===== src/rtl/pal_timing_pkg.sv =====
package pal_timing_pkg;
  typedef struct packed {
    logic sync;
    logic blank;
    logic burst;
    logic active;
  } gate_t;
endpackage


===== src/rtl/pal_pix_counter.sv =====
module pal_pix_counter #(
  parameter int LINE_CLKS  = 1135,
  parameter int EXTRA_CLKS = 2,
  parameter int PIX_W      = 11
) (
  input  logic             clk,
  input  logic             rst_n,
  input  logic             long_line,
  output logic [PIX_W-1:0] pix,
  output logic             eol
);
  localparam logic [PIX_W-1:0] LAST_NORM = PIX_W'(LINE_CLKS - 1);
  localparam logic [PIX_W-1:0] LAST_LONG = PIX_W'(LINE_CLKS + EXTRA_CLKS - 1);

  assign eol = (pix == (long_line ? LAST_LONG : LAST_NORM));

  always_ff @(posedge clk) begin
    if (!rst_n)   pix <= '0;
    else if (eol) pix <= '0;
    else          pix <= pix + 1'b1;
  end
endmodule


===== src/rtl/pal_line_counter.sv =====
module pal_line_counter #(
  parameter int LINES    = 625,
  parameter int F0_LINES = 312,
  parameter int LINE_W   = 10
) (
  input  logic              clk,
  input  logic              rst_n,
  input  logic              eol,
  output logic [LINE_W-1:0] line,
  output logic [LINE_W-1:0] fline,
  output logic              field,
  output logic              long_line,
  output logic              pal_sw
);
  localparam logic [LINE_W-1:0] LAST_LINE = LINE_W'(LINES - 1);
  localparam logic [LINE_W-1:0] F0_N      = LINE_W'(F0_LINES);
  localparam logic [LINE_W-1:0] F0_LAST   = LINE_W'(F0_LINES - 1);

  always_ff @(posedge clk) begin
    if (!rst_n) begin
      line   <= '0;
      pal_sw <= 1'b0;
    end else if (eol) begin
      line   <= (line == LAST_LINE) ? '0 : line + 1'b1;
      pal_sw <= ~pal_sw;
    end
  end

  assign field     = (line >= F0_N);
  assign fline     = field ? (line - F0_N) : line;
  assign long_line = (line == F0_LAST) || (line == LAST_LINE);
endmodule


===== src/rtl/pal_gate_decode.sv =====
module pal_gate_decode
  import pal_timing_pkg::*;
#(
  parameter int LINE_CLKS    = 1135,
  parameter int EXTRA_CLKS   = 2,
  parameter int HSYNC_CLKS   = 83,
  parameter int HBLANK_HEAD  = 213,
  parameter int HBLANK_TAIL  = 27,
  parameter int BURST_START  = 99,
  parameter int BURST_LEN    = 40,
  parameter int VSYNC_LINES  = 3,
  parameter int VBLANK_LINES = 25,
  parameter int PIX_W        = 11,
  parameter int LINE_W       = 10
) (
  input  logic [PIX_W-1:0]  pix,
  input  logic [LINE_W-1:0] fline,
  input  logic              long_line,
  output gate_t             gates,
  output logic [PIX_W-1:0]  hpos
);
  localparam logic [PIX_W-1:0] HS_END    = PIX_W'(HSYNC_CLKS);
  localparam logic [PIX_W-1:0] BROAD_END = PIX_W'(LINE_CLKS - HSYNC_CLKS);
  localparam logic [PIX_W-1:0] HEAD_END  = PIX_W'(HBLANK_HEAD);
  localparam logic [PIX_W-1:0] TAIL_NORM = PIX_W'(LINE_CLKS - HBLANK_TAIL);
  localparam logic [PIX_W-1:0] TAIL_LONG = PIX_W'(LINE_CLKS + EXTRA_CLKS - HBLANK_TAIL);
  localparam logic [PIX_W-1:0] BS_BEG    = PIX_W'(BURST_START);
  localparam logic [PIX_W-1:0] BS_END    = PIX_W'(BURST_START + BURST_LEN);
  localparam logic [LINE_W-1:0] VS_N     = LINE_W'(VSYNC_LINES);
  localparam logic [LINE_W-1:0] VB_N     = LINE_W'(VBLANK_LINES);

  logic vsync_line, vblank_line, hblank;

  always_comb begin
    vsync_line   = (fline < VS_N);
    vblank_line  = (fline < VB_N);
    hblank       = (pix < HEAD_END) || (pix >= (long_line ? TAIL_LONG : TAIL_NORM));
    gates.sync   = vsync_line ? (pix < BROAD_END) : (pix < HS_END);
    gates.blank  = hblank || vblank_line;
    gates.burst  = !vblank_line && (pix >= BS_BEG) && (pix < BS_END);
    gates.active = !gates.blank;
    hpos         = gates.active ? (pix - HEAD_END) : '0;
  end
endmodule


===== src/rtl/pal_raster_gen.sv =====
module pal_raster_gen
  import pal_timing_pkg::*;
#(
  parameter int LINE_CLKS    = 1135,
  parameter int EXTRA_CLKS   = 2,
  parameter int LINES        = 625,
  parameter int HSYNC_CLKS   = 83,
  parameter int HBLANK_HEAD  = 213,
  parameter int HBLANK_TAIL  = 27,
  parameter int BURST_START  = 99,
  parameter int BURST_LEN    = 40,
  parameter int VSYNC_LINES  = 3,
  parameter int VBLANK_LINES = 25,
  parameter int PIX_W        = $clog2(LINE_CLKS + EXTRA_CLKS),
  parameter int LINE_W       = $clog2(LINES)
) (
  input  logic              clk,
  input  logic              rst_n,
  output logic              sync_o,
  output logic              blank_o,
  output logic              burst_o,
  output logic              active_o,
  output logic [PIX_W-1:0]  hpos_o,
  output logic [LINE_W-1:0] line_o,
  output logic              field_o,
  output logic              pal_sw_o
);
  localparam int F0_LINES = LINES / 2;

  logic [PIX_W-1:0]  pix;
  logic              eol;
  logic [LINE_W-1:0] line_q;
  logic [LINE_W-1:0] fline;
  logic              long_line;
  gate_t             gates;

  pal_pix_counter #(
    .LINE_CLKS(LINE_CLKS), .EXTRA_CLKS(EXTRA_CLKS), .PIX_W(PIX_W)
  ) u_pix (
    .clk(clk), .rst_n(rst_n), .long_line(long_line), .pix(pix), .eol(eol)
  );

  pal_line_counter #(
    .LINES(LINES), .F0_LINES(F0_LINES), .LINE_W(LINE_W)
  ) u_line (
    .clk(clk), .rst_n(rst_n), .eol(eol), .line(line_q), .fline(fline),
    .field(field_o), .long_line(long_line), .pal_sw(pal_sw_o)
  );

  pal_gate_decode #(
    .LINE_CLKS(LINE_CLKS), .EXTRA_CLKS(EXTRA_CLKS), .HSYNC_CLKS(HSYNC_CLKS),
    .HBLANK_HEAD(HBLANK_HEAD), .HBLANK_TAIL(HBLANK_TAIL),
    .BURST_START(BURST_START), .BURST_LEN(BURST_LEN),
    .VSYNC_LINES(VSYNC_LINES), .VBLANK_LINES(VBLANK_LINES),
    .PIX_W(PIX_W), .LINE_W(LINE_W)
  ) u_dec (
    .pix(pix), .fline(fline), .long_line(long_line), .gates(gates), .hpos(hpos_o)
  );

  assign sync_o   = gates.sync;
  assign blank_o  = gates.blank;
  assign burst_o  = gates.burst;
  assign active_o = gates.active;
  assign line_o   = line_q;
endmodule


===== config.mk =====
export PLATFORM = sky130hd
export DESIGN_NAME = pal_raster_gen
export DESIGN_NICKNAME = d
export VERILOG_FILES = /design/src/rtl/pal_timing_pkg.sv /design/src/rtl/pal_pix_counter.sv /design/src/rtl/pal_line_counter.sv /design/src/rtl/pal_gate_decode.sv /design/src/rtl/pal_raster_gen.sv
export SDC_FILE = /design/constraint.sdc
export NUM_CORES = 1
export LEC_CHECK = 0
export ABC_AREA = 0
export ABC_CLOCK_PERIOD_IN_PS = 4100
export CELL_PAD_IN_SITES_DETAIL_PLACEMENT = 1
export CELL_PAD_IN_SITES_GLOBAL_PLACEMENT = 1
export CORE_AREA = 2 2 74 76
export DETAILED_ROUTE_END_ITERATION = 12
export DIE_AREA = 0 0 76 78
export GPL_TIMING_DRIVEN = 0
export MAX_ROUTING_LAYER = met4
export PLACE_DENSITY = 0.72
export SLEW_MARGIN = 20
export SYNTH_ARGS = -nofsm -noshare
export SYNTH_HDL_FRONTEND = slang
export SYNTH_SLANG_ARGS = --single-unit

===== constraint.sdc =====
create_clock -name clk -period 4.1 [get_ports clk]
set_clock_uncertainty 0.2 [all_clocks]
set_input_delay 0.82 -clock clk [delete_from_list [all_inputs] [get_ports clk]]
set_output_delay 0.82 -clock clk [all_outputs]
set_load 0.005 [all_outputs]

Yosys cells after proc, flatten, opt, wreduce, memory -nomap -nowiden
Index checks and enable logic that the tools add are counted. W data, S select, Z words.

$add $sub $neg: 4. Magnitude comparators: 9. Eq/ne operators: 3. Multiplexer cells: 6. Bitwise operators: 2. Reduce and logical (&&, ||, !) cells: 8.

Operators with widths (number): $lt A11 B8 Y1 const B (2); $mux W10 (2); $add A11 B1 Y11 const B (1); $eq A11 B11 Y1 (1); $ge A11 B11 Y1 (1); $ge A11 B7 Y1 const B (1); $lt A11 B11 Y1 const B (1); $lt A11 B7 Y1 const B (1); $mux W11 (1); $sub A11 B8 Y11 const B (1); $add A10 B1 Y10 const B (1); $eq A10 B10 Y1 const B (1); $eq A10 B9 Y1 const B (1); $ge A10 B9 Y1 const B (1); $lt A10 B2 Y1 const B (1); $lt A10 B5 Y1 const B (1); $sub A10 B9 Y10 const B (1); $mux W5 (1); $logic_or A1 B1 Y1 (3); $logic_and A1 B1 Y1 (2); $logic_not A1 Y1 (2); $mux W2 (1); $not A1 Y1 (2); $reduce_or A2 Y1 (1); $mux W1 (1).

Flip-flop bits (word level): 22. Input port bits: 2. Output and inout bits: 27. Word-level logic and storage cells: 35.

Longest topological paths before layout
Gate-level depths: netlist of run 1.

Depth after elaboration: 7. Mapped depth: 14. Mapped depth without buffers: 12.

Cells and area by module
A second synthesis of run 1 with hierarchy kept.

Cell total of the unflattened synthesis: 244. Area total of the unflattened synthesis: 1926.8 sq um.

Modules (own cells, without submodules): pal_line_counter (instances 1, cells an instance 98, area an instance 822.0 sq um, sequential area each 220.2 sq um); pal_pix_counter (instances 1, cells an instance 60, area an instance 568.0 sq um, sequential area each 220.2 sq um); pal_gate_decode (instances 1, cells an instance 86, area an instance 536.8 sq um, sequential area each 0.0 sq um).

Least setup slack after synthesis of run 1
No wires, ideal clock.

Path kind: register to output. From: reg u_line.line[0]. To: out hpos_o[3]. Arrival: 2.386 ns. Required time: 3.080 ns. Slack: 0.694 ns. Stages on the path, launching flop included: 12. Path buffers: 1. Cells stage by stage: dfxtp_1 inv_1 ha_1 nor4bb_2 a22o_4 and2_1 ha_1 nand4_1 o311ai_0 a211o_2 buf_4 nor2_1.

Cells in the longest elaborated chain, start to end: 7. Elaborated cells between the ends (all ways): 12. Those cells by class: add/sub: 1; order compare: 3; eq/ne: 2; mux: 3; reduce/logical: 3.

Ends and longest elaborated chain: start: declaration (RTL line pal_line_counter.sv:9) `output logic [LINE_W-1:0] line,`; start signal: assignment (RTL line pal_line_counter.sv:24) `line <= (line == LAST_LINE) ? '0 : line + 1'b1;`; branches (longest 5 deep; another with $sub A10 B9 Y10); $logic_or A1 B1 Y1 * (RTL line pal_gate_decode.sv:39) `gates.blank = hblank || vblank_line;`; named net blank_o (RTL line pal_raster_gen.sv:20) `output logic blank_o,`; $mux W11 * (RTL line pal_gate_decode.sv:42) `hpos = gates.active ? (pix - HEAD_END) : '0;`; end: declaration (RTL line pal_raster_gen.sv:23) `output logic [PIX_W-1:0] hpos_o,`.

Mark *: on every way through the listed nets, which the timed path passes.

Worst setup path after layout of run 1
From: reg u_line.line[1]. To: out blank_o.

Cells in the longest elaborated chain, start to end: 6. Elaborated cells between the ends (all ways): 11. Those cells by class: add/sub: 1; order compare: 3; eq/ne: 2; mux: 2; reduce/logical: 3.

Ends and longest elaborated chain (RTL line): branches (longest 5 deep; another with $sub A10 B9 Y10); $logic_or A1 B1 Y1 * (pal_gate_decode.sv:39); end: declaration (pal_raster_gen.sv:20).

Mark *: on every way between the ends.

==> flow_summary_export.csv, run 1 <==
group,metric,value,unit
timing,period_minus_slack,4060,ps
timing,drv_slew,0,
floorplan,die_x,76,um
timing,rsz0062_at_grt,"yes",
placed_design,io_buffers,28,
floorplan,initial_utilization,34.3,%
worst_setup_path,ff2ff_setup_slack,650,ps
yosys,yosysWarnings,0,
min_path,hold_depth,2,
power,irDropWorstVdd,0.111,mV
global_routing,gr-total-overflow,0,
timing,fin_crit_sh,99.0,%
yosys,yosys-top-cells-area,"dfxtp_1 25%, nor2_1 7.4%, ha_1 5.1%",
clocking,tritoncts,"built",
worst_setup_path,required,3080,ps
timing,final-hold-violation-count,0,
worst_setup_path,endpoint_kind,"output port",
min_path,min_to,"u_line.line[1]$_SDFFE_PN0N_",
yosys,syn_area,1730,um2
worst_setup_path,r2r_start,"u_line.line[1]$_SDFFE_PN0N_",
yosys,yosysTopAreaCellShare,25.5,%
floorplan,design.core.area,5040,um2
yosys,synth_cell_types,51,
worst_setup_path,critPathMaxFanout,7,
yosys,yosysSeqAreaShare,25.5,%
routing,drc,0,
floorplan,die_area,5930,um2
timing,setup_viol,0,
power,power_density,174,nW/um2
clocking,clk_latency,260,ps
cells_and_area,final_nets,276,
yosys,synth_edf_count,0,
cells_and_area,area_growth,28.1,%
global_routing,antenna_found_initial,0,
floorplan,num_rows,26,
power,leakagePower,0.000902,uW
placed_design,dp.cells,326,
global_routing,grt_pass1_wl,8350,um
global_routing,grt_use_total,17.5,%
placed_design,hpwl,3690,um
clocking,postCtsHoldBufs,0,
min_path,hold_path_class,"reg -> reg",
clocking,clk_pin_slew,80,ps
job,drv_cap,0,
global_routing,grt_start_max_net_pins,12,
cells_and_area,final_cell_mix,"34 x nor2_1, 20 x nand2_1, 18 x dfxtp_1",
routing,ant_nets,0,
clocking,cts_sinks,22,
cells_and_area,diodes,0,
cells_and_area,stdcell_count,335,
worst_setup_path,cp-start-kind,"flop",
clocking,cts_buffers,3,
routing,drt-pass1-iter-count,4,
worst_setup_path,ff2ff_path_depth,14,
yosys,synth_cells,228,
placed_design,place_congestion,0.837,
yosys,async_flop_share,0,%
clocking,htreeDepth,1,
status,status,"finished clean",
cells_and_area,drive_gt1_share,16.6,%
clocking,clk_path_buf_depth,2,
worst_setup_path,critPathKind,"reg -> out",
worst_setup_path,worst_ep_arrival_time,3040,ps
yosys,postSynthAreaPerCell,7.58,um2
yosys,synth-main-ff-cell,"dfxtp_1",
timing,worstMarginPinSlew,590,ps
yosys,ys_seq_elements,22,
routing,vias_per_cell,5.25,
placed_design,placed_area,2100,um2
worst_setup_path,worstReg2RegEnd,"u_pix.pix[10]$_SDFF_PP0_",
routing,detail_route.wl_per_cell,15.0,um
clocking,cts-root-buf,"clkbuf_8",
routing,vias,1760,
floorplan,die-height,78,um
routing,drt_iter0_markers,86,
routing,routed_wirelength,5040,um
timing,max_freq,246,MHz
min_path,hold_start,"u_line.line[1]$_SDFFE_PN0N_",
global_routing,grt_pass1_vias,1699,
yosys,synth_top_cell_by_area,"dfxtp_1",
floorplan,io-pin-count,29,
cells_and_area,final_common_cell,"nor2_1",
cells_and_area,final_cell_area,2210,um2
timing,maxSlewHeadroom,60.5,%
yosys,synth_nets,237,
synthesized netlist by cell type, drive strengths merged (3+ instances only):
| cell type | count |
|---|---|
| nand2b | 3 |
| buf | 8 |
| dfxtp | 22 |
| nand4 | 4 |
| nor2b | 4 |
| nand3 | 9 |
| nor3 | 11 |
| xor2 | 10 |
| xnor2 | 9 |
| or3 | 7 |
| o21ai | 12 |
| clkbuf | 4 |
| o221a | 4 |
| a21oi | 15 |
| ha | 7 |
| nor2 | 35 |
| nand2 | 21 |
| and3 | 4 |
| inv | 10 |
| and2 | 3 |
flip-flops by register name, summed over array words and instances, names as in the netlist:
signal         cells
u_line.line       10
u_line.pal_sw      1
u_pix.pix         11
cells by family after synthesis:
group	count (synthesis)	synth area share [%]
compound gates	42	17.4
xor+xnor	19	9.62
fa+ha+maj	7	5.06
buf+inv	22	5.93
flops	22	25.5
mux	1	0.651
simple gates	115	35.9
worst max path at each step:
| stage | start | to | cells past startpoint |
|---|---|---|---|
| finish | u_line.line[1]$_SDFFE_PN0N_ | blank_o | 13 |
| global route | u_line.line[0]$_SDFFE_PN0N_ | hpos_o[5] | 15 |
| CTS | u_line.line[4]$_SDFFE_PN0N_ | sync_o | 8 |
| detailed placement | u_line.line[0]$_SDFFE_PN0N_ | hpos_o[5] | 12 |
| global placement | u_line.line[0]$_SDFFE_PN0N_ | hpos_o[8] | 12 |
| floorplan | u_line.line[0]$_SDFFE_PN0N_ | hpos_o[3] | 11 |
report_power, final:
group / switching (uW) / total (uW) / internal (uW)
Sequential: 4.29 / 219 / 215
Combinational: 15.6 / 25.8 / 10.2
Clock: 74.1 / 140 / 65.7
routing by layer:
layer / global-route usage [%] / up-vias / part of all wire, %
met4: 3.82 / 0 / 0.95
met3: 1.74 / 4 / 2.7
met1: 23.5 / 848 / 49
li1: - / 872 / -
met2: 28.7 / 36 / 47
met5: - / - / 0
critical path, stage by stage, from the launching register on:
cell and delay [ps]:
dfxtp_4 360, buf_4 140, ha_2 200, and3_1 220
a22o_4 220, and2_1 150, ha_1 170, inv_1 50
a21o_1 110, a21oi_1 60, o311ai_1 260, a211o_2 210
buf_6 120, clkdlybuf4s50_1 490
final cells by class:
cell class / instances / area (um2)
Inverter: 10 / 37.5
Tap cell: 70 / 87.6
Fill cell: 640 / 2830
Timing Repair Buffer: 34 / 304
Buffer: 12 / 68.8
Multi-Input combinational cell: 184 / 1220
Clock buffer: 3 / 41.3
Sequential cell: 22 / 450
per-stage QoR:
step           utilization [%]  worst slack [ps]  hold slack, ps  total power (uW)  TNS (ps)
3_5_place_dp              41.6              13.2             306               251         0
3_3_place_gp              41.6              54.4             298               250         0
5_1_grt                   43.9             -77.3             324               403      -185
2_1_floorplan                -               694             267               242         0
4_1_cts                   43.3              9.58             308               389         0
6_report                  43.9              41.8             294               385         0
repair_timing:
item	CTS	global route
setup buffers	2	4
resized for setup	23	14
pin swaps	2	3
setup endpoints to repair	14	4
endpoints found under the hold margin	0	0
(Power assumes the default switching activity.)
==> run 2, diff against run 1 <==
--- a/config.mk
+++ b/config.mk
@@ -7,6 +7,7 @@
 export LEC_CHECK = 0
 export ABC_AREA = 0
 export ABC_CLOCK_PERIOD_IN_PS = 4100
+export CAP_MARGIN = 20
 export CELL_PAD_IN_SITES_DETAIL_PLACEMENT = 1
 export CELL_PAD_IN_SITES_GLOBAL_PLACEMENT = 1
 export CORE_AREA = 2 2 74 76
==> results of run 2 <==
Same layout as run 1: the final DEF is identical, and so are final timing and power.
==> run 3, diff against run 2 <==
--- a/config.mk
+++ b/config.mk
@@ -10,12 +10,12 @@
 export CAP_MARGIN = 20
 export CELL_PAD_IN_SITES_DETAIL_PLACEMENT = 1
 export CELL_PAD_IN_SITES_GLOBAL_PLACEMENT = 1
-export CORE_AREA = 2 2 74 76
+export CORE_AREA = 2 2 70 72
 export DETAILED_ROUTE_END_ITERATION = 12
-export DIE_AREA = 0 0 76 78
+export DIE_AREA = 0 0 72 74
 export GPL_TIMING_DRIVEN = 0
 export MAX_ROUTING_LAYER = met4
-export PLACE_DENSITY = 0.72
+export PLACE_DENSITY = 0.79
 export SLEW_MARGIN = 20
 export SYNTH_ARGS = -nofsm -noshare
 export SYNTH_HDL_FRONTEND = slang
==> run 3 against run 2 <==
Compared with the run above:
- register-to-register slack improved by 90 ps
- combinational power increased by 4%
- maximum frequency increased by 1.1%
- hold slack improved by 20 ps
- sequential share of layout area increased by 0.13 points
- sequential power about the same
- via count increased by 0.57%
- sequential cell count unchanged
- global-route usage increased by 2.5 points
- die area decreased by 10%
- first-iteration DRC count decreased by 28%
- design area decreased by 0.62%
- critical endpoint is now hpos_o[8]
- largest power group unchanged
- highest routed layer unchanged
==> flow_summary_export.csv, run 3 (synthesis results as in run 1) <==
group,metric,value,unit
power,pwr-share-clk,39.2,%
timing,fin_crit_sh,97.9,%
floorplan,die-height,74,um
power,swShare,23.1,%
routing,vias,1770,
power,leakagePower,0.000942,uW
worst_setup_path,critPathKind,"reg -> out",
power,irDropWorstVdd,0.0997,mV
worst_setup_path,required,3080,ps
routing,drt_iter0_markers,62,
job,drv_cap,0,
timing,rsz0062_at_grt,"yes",
timing,worstMarginPinSlew,584,ps
cells_and_area,final_cell_area,2200,um2
worst_setup_path,cp-start-kind,"flop",
timing,final-hold-violation-count,0,
cells_and_area,largestRegisters,"u_pix.pix: 11 flops, u_line.line: 10 flops, u_line.pal_sw: 1 flops",
routing,detail_route.wl_per_cell,15.6,um
cells_and_area,final_cell_mix,"34 x nor2_1, 20 x nand2_1, 18 x dfxtp_1",
routing,drc,0,
cells_and_area,nFillCells,589,
cells_and_area,largest_register_ffs,11,
placed_design,io_buffers,28,
clocking,cts-root-buf,"clkbuf_8",
power,seqPwrFrac,54.1,%
timing,max_freq,249,MHz
timing,period_minus_slack,4020,ps
power,comb_power_share,6.6,%
floorplan,die_area,5330,um2
global_routing,grt_pass1_wl,8260,um
worst_setup_path,critPathMaxFanout,6,
clocking,clk_path_buf_depth,2,
global_routing,grt_start_max_net_pins,13,
floorplan,design.core.area,4600,um2
cells_and_area,regMostFlops,"u_pix.pix",
worst_setup_path,endpoint_kind,"output port",
routing,ant_nets,0,
cells_and_area,diodes,0,
cells_and_area,drive_gt1_share,16.9,%
timing,setup_viol,0,
min_path,hold_path_class,"reg -> reg",
placed_design,placed_area,2080,um2
clocking,htreeDepth,1,
floorplan,initial_utilization,37.6,%
placed_design,place_congestion,0.769,
clocking,clk_pin_slew,80,ps
cells_and_area,final_nets,276,
timing,fin_hold_ws,314,ps
floorplan,num_rows,25,
power,p_switching,93.1,uW
timing,maxSlewHeadroom,60.9,%
clocking,cts_sinks,22,
cells_and_area,final_common_cell,"nor2_1",
global_routing,gr-total-overflow,0,
cells_and_area,area_growth,27.3,%
status,status,"finished clean",
clocking,clk_latency,260,ps
clocking,postCtsHoldBufs,0,
power,power_density,183,nW/um2
worst_setup_path,worst_ep_arrival_time,3000,ps
power,intPower,311,uW
routing,drt-pass1-iter-count,4,
routing,routed_wirelength,5000,um
floorplan,io-pin-count,29,
global_routing,grt_pass1_vias,1738,
global_routing,antenna_found_initial,0,
placed_design,hpwl,3520,um
routing,vias_per_cell,5.53,
timing,drv_slew,0,
global_routing,grt_use_total,20.0,%
clocking,cts_buffers,3,
clocking,tritoncts,"built",
floorplan,die_x,72,um
==> run 3: final cells by class <==
type / instances / area (um2) / share of cell area (%)
Multi-Input combinational cell: 184 / 1220 / 55.4
Sequential cell: 22 / 450 / 20.5
Timing Repair Buffer: 34 / 303 / 13.8
Buffer: 12 / 68.8 / 3.13
Tap cell: 54 / 67.6 / 3.07
Clock buffer: 4 / 55.1 / 2.50
Inverter: 10 / 37.5 / 1.71
==> run 3: critical path, cell delays in order (launching register included) <==
cell	delay [ps]
dfxtp_4	370
ha_1	250
and3_1	210
a22o_4	220
and2_4	150
ha_1	280
nand4_1	120
o311ai_2	120
a211o_2	400
buf_6	140
buf_2	140
nor2_1	80
dlygate4sd2_1	240
==> run 3: what timing repair did <==
| action | CTS | global route |
|---|---|---|
| pin swaps | 2 | 3 |
| buffers inserted | 2 | 4 |
| gates resized for setup | 19 | 21 |
| setup endpoints to repair | 14 | 7 |
==> run 3: final timing paths <==
check,startpoint,end,slack (ps),depth (start not counted)
setup / recovery,u_line.line[0]$_SDFFE_PN0N_,hpos_o[8],80,12
hold / removal,u_line.line[1]$_SDFFE_PN0N_,u_line.line[1]$_SDFFE_PN0N_,310,2
setup reg to reg,u_line.line[0]$_SDFFE_PN0N_,u_pix.pix[5]$_SDFF_PP0_,740,13
hold reg to reg,u_line.line[1]$_SDFFE_PN0N_,u_line.line[1]$_SDFFE_PN0N_,310,2
==> run 3: layer usage <==
metal  up-vias  share of wire [%]  GRT usage (%)
li1        873                  -              -
met1       856                 45           23.3
met2        34                 50           36.2
met3         7                2.8           2.30
met4         0                1.7           6.08
met5         -                  0              -
==> run 3: metrics by stage <==
step	power, uW	std cells	setup WS (ps)	TNS, ps	util, %
2_1_floorplan	242	228	694	0	-
3_3_place_gp	251	310	13.4	0	45.2
3_5_place_dp	251	310	-21.2	-91.9	45.2
4_1_cts	409	316	10.3	0	47.1
5_1_grt	420	320	-69.6	-116	47.9
6_report	404	320	84.5	0	47.9
==> run 3: power by group through the flow <==
stage	Combinational [uW]	Sequential, uW	Clock [uW]
final	26.8	219	158
after global placement	26.2	225	0
after floorplan	18.5	223	0
after CTS	26.8	219	163
after detailed placement	26.6	225	0
after global routing	29.9	219	171
